[src/rtl/dpc_pkg.sv]
package dpc_pkg;

  typedef struct packed {
    logic [23:0] rgb;
    logic [7:0]  alpha;
  } pipe_px_t;

  // rounded division of a 0..65025 sum by 255
  function automatic logic [7:0] div255_round(input logic [16:0] t);
    return 8'((t + 17'd127) / 17'd255);
  endfunction

  // one channel: a over top, (255-a) over bottom
  function automatic logic [7:0] mix8(input logic [7:0] a,
                                      input logic [7:0] top,
                                      input logic [7:0] bot);
    logic [16:0] s;
    s = 17'(a) * 17'(top) + 17'(8'hFF - a) * 17'(bot);
    return div255_round(s);
  endfunction

endpackage

[src/rtl/dpc_layer_hit.sv]
module dpc_layer_hit #(
  parameter int CW = 11
) (
  input  logic          en_i,
  input  logic [CW-1:0] px_i,
  input  logic [CW-1:0] py_i,
  input  logic [CW-1:0] lx_i,
  input  logic [CW-1:0] ly_i,
  input  logic [CW-1:0] lw_i,
  input  logic [CW-1:0] lh_i,
  input  logic [7:0]    pix_alpha_i,
  input  logic [7:0]    galpha_i,
  input  logic          galpha_en_i,
  output logic          hit_o,
  output logic [7:0]    eff_alpha_o
);
  import dpc_pkg::*;

  logic [CW:0]  x_end, y_end;
  logic         in_x, in_y;
  logic [15:0]  prod;

  always_comb begin
    x_end = {1'b0, lx_i} + {1'b0, lw_i};
    y_end = {1'b0, ly_i} + {1'b0, lh_i};
    in_x  = (px_i >= lx_i) && ({1'b0, px_i} < x_end);
    in_y  = (py_i >= ly_i) && ({1'b0, py_i} < y_end);
    hit_o = en_i && in_x && in_y;
    prod  = {8'h00, pix_alpha_i} * {8'h00, galpha_i};
    eff_alpha_o = galpha_en_i ? div255_round({1'b0, prod}) : pix_alpha_i;
  end

endmodule

[src/rtl/dpc_pipe_pick.sv]
module dpc_pipe_pick #(
  parameter int N  = 4,
  parameter int PW = 2,
  localparam int IW = (N > 1) ? $clog2(N) : 1
) (
  input  logic [N-1:0]    cand_i,
  input  logic [N*PW-1:0] prio_i,
  input  logic [N*8-1:0]  alpha_i,
  input  logic [N*24-1:0] rgb_i,
  output logic            found_o,
  output logic [IW-1:0]   sel_idx_o,
  output logic [PW-1:0]   sel_prio_o,
  output logic [7:0]      sel_alpha_o,
  output logic [23:0]     sel_rgb_o
);

  // ascending scan, strict compare: ties keep the lower index
  always_comb begin
    found_o     = 1'b0;
    sel_idx_o   = '0;
    sel_prio_o  = '0;
    sel_alpha_o = '0;
    sel_rgb_o   = '0;
    for (int i = 0; i < N; i++) begin
      if (cand_i[i] && (!found_o || (prio_i[i*PW +: PW] > sel_prio_o))) begin
        found_o     = 1'b1;
        sel_idx_o   = IW'(i);
        sel_prio_o  = prio_i[i*PW +: PW];
        sel_alpha_o = alpha_i[i*8 +: 8];
        sel_rgb_o   = rgb_i[i*24 +: 24];
      end
    end
  end

endmodule

[src/rtl/dpc_mix3.sv]
module dpc_mix3 (
  input  logic [7:0]  alpha_i,
  input  logic [23:0] top_i,
  input  logic [23:0] bot_i,
  output logic [23:0] mix_o
);
  import dpc_pkg::*;

  for (genvar c = 0; c < 3; c++) begin : g_chan
    assign mix_o[c*8 +: 8] = mix8(alpha_i, top_i[c*8 +: 8], bot_i[c*8 +: 8]);
  end

endmodule

[src/rtl/dual_pipe_compositor.sv]
module dual_pipe_compositor #(
  parameter int N_LAYERS = 4,
  parameter int CW       = 11,
  parameter int PW       = 2
) (
  input  logic                   clk,
  input  logic                   rst_n,
  input  logic                   pix_valid,
  input  logic [CW-1:0]          pos_x,
  input  logic [CW-1:0]          pos_y,
  input  logic [N_LAYERS-1:0]    layer_en,
  input  logic [N_LAYERS-1:0]    layer_pipe,
  input  logic [N_LAYERS*PW-1:0] layer_prio,
  input  logic [N_LAYERS*CW-1:0] layer_x,
  input  logic [N_LAYERS*CW-1:0] layer_y,
  input  logic [N_LAYERS*CW-1:0] layer_w,
  input  logic [N_LAYERS*CW-1:0] layer_h,
  input  logic [N_LAYERS*8-1:0]  layer_galpha,
  input  logic [N_LAYERS-1:0]    layer_galpha_en,
  input  logic [N_LAYERS*32-1:0] layer_argb,
  input  logic [23:0]            bg_rgb,
  input  logic                   quirk_en,
  output logic                   out_valid,
  output logic [23:0]            out_rgb
);
  import dpc_pkg::*;

  localparam int IW     = (N_LAYERS > 1) ? $clog2(N_LAYERS) : 1;
  localparam int NPIPES = 2;

  // ---------------- reset release synchronizer ----------------
  logic [1:0] rst_sync_q;
  logic       rst_ok;

  always_ff @(posedge clk or negedge rst_n) begin
    if (!rst_n) rst_sync_q <= 2'b00;
    else        rst_sync_q <= {rst_sync_q[0], 1'b1};
  end
  assign rst_ok = rst_sync_q[1];

  // ---------------- per-layer coverage and alpha ----------------
  logic [N_LAYERS-1:0]    hit;
  logic [N_LAYERS*8-1:0]  eff_alpha;
  logic [N_LAYERS*24-1:0] layer_rgb;

  for (genvar i = 0; i < N_LAYERS; i++) begin : g_layer
    dpc_layer_hit #(.CW(CW)) u_hit (
      .en_i        (layer_en[i]),
      .px_i        (pos_x),
      .py_i        (pos_y),
      .lx_i        (layer_x[i*CW +: CW]),
      .ly_i        (layer_y[i*CW +: CW]),
      .lw_i        (layer_w[i*CW +: CW]),
      .lh_i        (layer_h[i*CW +: CW]),
      .pix_alpha_i (layer_argb[i*32+24 +: 8]),
      .galpha_i    (layer_galpha[i*8 +: 8]),
      .galpha_en_i (layer_galpha_en[i]),
      .hit_o       (hit[i]),
      .eff_alpha_o (eff_alpha[i*8 +: 8])
    );
    assign layer_rgb[i*24 +: 24] = layer_argb[i*32 +: 24];
  end

  // ---------------- per-pipe priority selection ----------------
  logic [NPIPES-1:0][N_LAYERS-1:0] cand;
  logic [NPIPES-1:0]               found;
  logic [NPIPES-1:0][IW-1:0]       sel_idx;
  logic [NPIPES-1:0][PW-1:0]       sel_prio;
  logic [NPIPES-1:0][7:0]          sel_alpha;
  logic [NPIPES-1:0][23:0]         sel_rgb;

  for (genvar p = 0; p < NPIPES; p++) begin : g_pipe
    assign cand[p] = hit & (p == 0 ? ~layer_pipe : layer_pipe);

    dpc_pipe_pick #(.N(N_LAYERS), .PW(PW)) u_pick (
      .cand_i      (cand[p]),
      .prio_i      (layer_prio),
      .alpha_i     (eff_alpha),
      .rgb_i       (layer_rgb),
      .found_o     (found[p]),
      .sel_idx_o   (sel_idx[p]),
      .sel_prio_o  (sel_prio[p]),
      .sel_alpha_o (sel_alpha[p]),
      .sel_rgb_o   (sel_rgb[p])
    );

    for (genvar j = 0; j < N_LAYERS; j++) begin : g_chk
      // no covering layer in this pipe outranks the chosen one
      p_pick_max_r2: assert property (@(posedge clk) disable iff (!rst_ok)
        (found[p] && cand[p][j]) |-> (layer_prio[j*PW +: PW] <= sel_prio[p]));
      // on a priority tie the chosen index is the lowest
      p_tie_low_r3: assert property (@(posedge clk) disable iff (!rst_ok)
        (found[p] && cand[p][j] && (layer_prio[j*PW +: PW] == sel_prio[p]))
        |-> (sel_idx[p] <= IW'(j)));
    end
  end

  // ---------------- stage 1: pipe pixels, quirk ----------------
  pipe_px_t p0_d, p1_d, p0_q, p1_q;
  logic [23:0] bg_q;
  logic        v1_q, v2_q, v3_q;
  logic        quirk_hit;

  always_comb begin
    quirk_hit = quirk_en && found[0] && (sel_prio[0] == '0) && (sel_alpha[0] != 8'hFF);
    if (found[0] && !quirk_hit) begin
      p0_d.rgb   = sel_rgb[0];
      p0_d.alpha = sel_alpha[0];
    end else begin
      p0_d.rgb   = bg_rgb;
      p0_d.alpha = 8'h00;
    end
    if (found[1]) begin
      p1_d.rgb   = sel_rgb[1];
      p1_d.alpha = sel_alpha[1];
    end else begin
      p1_d.rgb   = bg_rgb;
      p1_d.alpha = 8'h00;
    end
  end

  always_ff @(posedge clk or negedge rst_ok) begin
    if (!rst_ok) begin
      p0_q <= '0;
      p1_q <= '0;
      bg_q <= '0;
    end else if (pix_valid) begin
      p0_q <= p0_d;
      p1_q <= p1_d;
      bg_q <= bg_rgb;
    end
  end

  // ---------------- stage 2: pipe 0 over background ----------------
  logic [23:0] lower_d, lower_q;
  pipe_px_t    p1_q2;

  dpc_mix3 u_mix_low (
    .alpha_i (p0_q.alpha),
    .top_i   (p0_q.rgb),
    .bot_i   (bg_q),
    .mix_o   (lower_d)
  );

  always_ff @(posedge clk or negedge rst_ok) begin
    if (!rst_ok) begin
      lower_q <= '0;
      p1_q2   <= '0;
    end else if (v1_q) begin
      lower_q <= lower_d;
      p1_q2   <= p1_q;
    end
  end

  // ---------------- stage 3: pipe 1 over the lower result ----------------
  logic [23:0] final_d;

  dpc_mix3 u_mix_top (
    .alpha_i (p1_q2.alpha),
    .top_i   (p1_q2.rgb),
    .bot_i   (lower_q),
    .mix_o   (final_d)
  );

  always_ff @(posedge clk or negedge rst_ok) begin
    if (!rst_ok)   out_rgb <= '0;
    else if (v2_q) out_rgb <= final_d;
  end

  // ---------------- valid pipeline ----------------
  always_ff @(posedge clk or negedge rst_ok) begin
    if (!rst_ok) begin
      v1_q <= 1'b0;
      v2_q <= 1'b0;
      v3_q <= 1'b0;
    end else begin
      v1_q <= pix_valid;
      v2_q <= v1_q;
      v3_q <= v2_q;
    end
  end
  assign out_valid = v3_q;

  // ---------------- assertions ----------------
  // a valid output always traces back to a sampled pixel three edges earlier
  p_latency_r8: assert property (@(posedge clk) disable iff (!rst_ok)
    out_valid |-> $past(pix_valid, 3));

  // translucent priority-0 pipe-0 pixel is replaced by background
  p_quirk_bg_r7: assert property (@(posedge clk) disable iff (!rst_ok)
    (pix_valid && quirk_en && found[0] && (sel_prio[0] == '0) && (sel_alpha[0] != 8'hFF))
    |=> ((p0_q.alpha == 8'h00) && (p0_q.rgb == $past(bg_rgb))));

  // an empty pipe contributes zero alpha
  p_empty_pipe_r6: assert property (@(posedge clk) disable iff (!rst_ok)
    (pix_valid && !found[1]) |=> (p1_q.alpha == 8'h00));

  // opaque upper pipe shows its colour exactly
  p_opaque_top_r5: assert property (@(posedge clk) disable iff (!rst_ok)
    (v2_q && (p1_q2.alpha == 8'hFF)) |=> (out_rgb == $past(p1_q2.rgb)));

  // transparent upper pipe passes the lower result through
  p_clear_top_r5: assert property (@(posedge clk) disable iff (!rst_ok)
    (v2_q && (p1_q2.alpha == 8'h00)) |=> (out_rgb == $past(lower_q)));

  // output colour holds while no new pixel arrives
  p_hold_r8: assert property (@(posedge clk) disable iff (!rst_ok)
    !v2_q |=> $stable(out_rgb));

endmodule

[config.mk]
export PLATFORM = sky130hd
export DESIGN_NAME = dual_pipe_compositor
export DESIGN_NICKNAME = d
export VERILOG_FILES = /design/src/rtl/dpc_pkg.sv /design/src/rtl/dpc_layer_hit.sv /design/src/rtl/dpc_pipe_pick.sv /design/src/rtl/dpc_mix3.sv /design/src/rtl/dual_pipe_compositor.sv
export SDC_FILE = /design/constraint.sdc
export NUM_CORES = 2
export LEC_CHECK = 0
export CAP_MARGIN = 30
export CORE_AREA = 2 2 404 406
export CTS_BUF_LIST = sky130_fd_sc_hd__clkbuf_2
export DETAILED_ROUTE_END_ITERATION = 8
export DIE_AREA = 0 0 406 408
export PLACE_DENSITY = 0.68
export RECOVER_POWER = 50
export SYNTH_ARGS = -nofsm -noshare
export SYNTH_HDL_FRONTEND = slang
export SYNTH_HIERARCHICAL = 1
export SYNTH_SLANG_ARGS = --single-unit
export TNS_END_PERCENT = 5
[constraint.sdc]
create_clock -name clk -period 16.25 [get_ports clk]
set_clock_uncertainty 0.1 [all_clocks]
set_input_delay 3.25 -clock clk [delete_from_list [all_inputs] [get_ports clk]]
set_output_delay 3.25 -clock clk [all_outputs]
set_load 0.02 [all_outputs]
-- Word level (Yosys, flattened, before mapping)
Cells that the tools add are included.
- register bits: 173
- output and inout port bits: 25
- logic and storage cells: 168
- $add $sub $neg: 26
- multiply operators: 16
- divide/modulo/power cells: 10
- magnitude comparators: 22
- equal/unequal tests: 1
- multiplexer cells: 37
- bitwise gates (word level): 3
- reductions and logical operators: 40
- operators by type and width (cell ; count):
    two-way mux 24 bit ; 8
    divider 17 x 8 -> 17 bit, second input constant ; 10
    multiplier 8 x 8 -> 16 bit ; 10
    adder 16 x 17 -> 17 bit ; 6
    adder 17 x 7 -> 17 bit, second input constant ; 6
    multiplier 17 x 8 -> 17 bit ; 6
    adder 11 x 11 -> 12 bit ; 8
    < comparator 11 x 12 -> 1 bit ; 8
    two-way mux 8 bit ; 12
    greater-or-equal comparator 11 bit ; 8
    adder 16 x 7 -> 17 bit, second input constant ; 4
    two-way mux 32 bit ; 2
    logical AND 1 bit ; 26
    subtractor 8 x 8 -> 9 bit, first input constant ; 2
    two-way mux 2 bit ; 7
    greater-than comparator 2 bit ; 6
    bitwise AND 4 bit ; 2
    two-way mux 1 bit ; 8
    inequality test 8 bit, second input constant ; 1
    zero test 1 bit ; 7
    logical OR 1 bit ; 6
    NOT 4 bit ; 1
    zero test 2 bit ; 1

-- Logic depth before layout (Yosys ltp)
- word-level depth: 25
- gate-level depth with buffers: 52

-- By module
The synthesis kept the hierarchy.
- by module, submodules not included (module ; instances ; cells each ; area an instance (sq um)):
    dpc_mix3 at u_mix_low ; 1 ; 2647 ; 20953.8
    dpc_mix3 at u_mix_top ; 1 ; 2553 ; 20783.7
    dpc_layer_hit at g_layer[2].u_hit ... ; 2 ; 895 ; 6881.6
    dual_pipe_compositor ; 1 ; 607 ; 7628.6
    dpc_layer_hit at g_layer[0].u_hit ; 1 ; 908 ; 6984.2
    dpc_layer_hit at g_layer[1].u_hit ; 1 ; 902 ; 6871.6
    dpc_pipe_pick at g_pipe[1].u_pick ; 1 ; 202 ; 1815.5
    dpc_pipe_pick at g_pipe[0].u_pick ; 1 ; 202 ; 1597.8

-- Worst setup path after synthesis
OpenSTA, ideal clock, no wires.
- path type: input port to flip-flop
- start: input layer_argb[24]
- end: register p0_q[10] (netlist name)
- arrival time: 14.203 ns
- data required time: 16.056 ns
- path slack: 1.854 ns
- stages on the path: 46
- path buffers: 7
- cell sequence: clkbuf_1 -> nand2_1 -> fa_1 -> fa_1 -> inv_1 -> fa_1 -> inv_1 -> fa_1 -> inv_1 -> ha_1 -> buf_2 -> o211ai_1 -> a21oi_1 -> o21ai_0 -> and3_1 -> nand4_4 -> or4_1 -> and2_1 -> [10 not listed] -> a21oi_1 -> and2_4 -> a311oi_2 -> and2_1 -> buf_6 -> mux2i_4 -> nand2b_4 -> o41ai_4 -> or4b_1 -> o211a_1 -> o31ai_2 -> a32oi_1 -> a221oi_2 -> nand4_2 -> or2_1 -> buf_6 -> buf_6 -> a221oi_2
- RTL lines (what ; RTL line ; text):
    start, declared ; dual_pipe_compositor.sv:20 ; input logic [N_LAYERS*32-1:0] layer_argb,
    end signal, assigned ; dual_pipe_compositor.sv:128 ; p0_q <= p0_d;
    end, declared ; dual_pipe_compositor.sv:99 ; pipe_px_t p0_d, p1_d, p0_q, p1_q;

==> impl_metrics.ini <==
[outcome]
violations = capacitance limit, slew limit
status = finished with violations

[timing]
period_share_pct = 93.5
rsz0062_at_grt = no
worstMarginPinSlew_ns = 3.45
fmax_mhz = 65.8
setup_tns_ns = 0
min_period_ns = 15.19
finalSetupViolations = 0
hold_viol_final = 0
maxSlewViolCount = 236
maxSlewHeadroom_pct = -130

[yosys]
yosysWarnings = 6
syn_area_sq_um = 80300
synth_area_per_cell_sq_um = 8.20
synth.net_count = 11800
syn_inst = 9795

[die]
die_area_sq_um = 166000
rows = 148
coreArea_sq_um = 162000
die_h_microns = 408
io_pins = 431
initial_core_util_pct = 49.7
fp.dieW_microns = 406

[job]
max_cap_viol_count = 5

[setup_path]
arrival_ns = 16.16
path_common_cell = xnor2_1
cp-start-kind = primary input
ff2ff_path_depth = 41
cp_slowest_cell = mux2i_2
crit_fanout = 25
worst_setup_path_end_kind = register
worstPathRequired_ns = 17.21
critPathKind = in -> reg
cpPeakStageDelay_ns = 0.62

[clock_network]
holdBufCountCts = 0
cts_root_buffer = clkbuf_2
post_cts_buffers = 0
clock_path_buffers = 2
cts.sinks = 173
cts_buffers = 17
cts-htree-levels = 4
cts.repair.resized = 0
clk_pin_slew_ns = 0.32
cts_tree = yes
clock_latency_ns = 1.19

[placement]
place.gp.congestion = 0.944
io_buffers = 430
hpwl_mm = 199

[routing]
dr.pass1.iters = 6
postRouteAntennaNets = 0
drcViolationCount = 0
via_per_inst = 6.08
wl_per_cell_microns = 19.7
wirelength_mm = 241
via_count = 74100
first_iter_violations = 5495

[finish]
final_common_cell = inv_1
area_delta_synth_final_pct = 7.87
final_cell_mix = inv_1, fa_1, ha_1, nand2_1, a21oi_1
fillCellCount = 15200
drive_gt1_share_pct = 7.91
layout.nets = 12000

[grt]
grt_overflow = 0
grt_max_degree = 94
grt_pass1_vias = 74100
antenna_found_initial = 23
grt_pass1_wl_mm = 391
grt_use_total_pct = 28.6

[worst_hold_path]
hold_path_class = reg -> reg
hold_path_depth = 0
-- registers in the layout (all words and copies together) (netlist names) --
register    flops
p1_q2          32
rst_sync_q      2
p0_q           32
out_valid       1
lower_q        24
out_rgb        24
p1_q           32
v2_q            1
bg_q           24
v1_q            1
-- path summary, 6_finish.rpt --
check / slack [ns] / to / startpoint
worst max register to register: 1.67 / lower_q[0] / p0_q[6]
worst min register to register: 0.27 / rst_sync_q[1] / rst_sync_q[0]
min in group asynchronous: 0.75 / out_rgb[17] / rst_sync_q[1]
max in group asynchronous: 9.49 / v1_q / rst_sync_q[1]
worst min-delay path: 0.27 / rst_sync_q[1] / rst_sync_q[0]
worst max-delay path: 1.06 / p0_q[1] / layer_argb[122]
-- worst max-delay path: cells and delay by family --
family	cells	cell delay [ns]
fa+ha+maj	6	2.82
buf+inv	4	0.99
simple gates	14	3.59
mux	1	0.62
compound gates	12	3.38
xor+xnor	5	1.44
-- per-stage QoR --
stage / util [%] / hold WS (ns) / setup slack, ns / area, sq um / instances
after detailed placement: 53.4 / 0.254 / 0.0967 / 86300 / 12100
after global placement: 53.3 / 0.244 / 0.258 / 86200 / 12100
after floorplan: - / 0.231 / 1.85 / 80300 / 9795
after CTS: 53.6 / 0.264 / 1.30 / 86600 / 12200
final: 53.6 / 0.274 / 1.06 / 86600 / 12200
after global routing: 53.6 / 0.266 / 0.438 / 86600 / 12200
-- metal layers --
metal  GRT usage (%)  wire (microns)
met4            8.56            7290
met2            47.7          112000
met1            37.7          104000
met3            5.16           17800
met5               0              40
-- area by class of cell --
type | instances | area (sq um) | area share [%]
tap | 2175 | 2720 | 3.14
clock inverter | 15 | 216 | 0.250
sequential | 173 | 4330 | 5.00
multi-input combinational | 7917 | 69100 | 79.8
antenna | 22 | 55.1 | 0.0636
inverter | 1356 | 5090 | 5.88
timing repair buffer | 517 | 5030 | 5.81
clock buffer | 17 | 85.1 | 0.0982
Power is not shown: default switching activity piles up to over one toggle a cycle in this logic, so the estimate is an artifact.
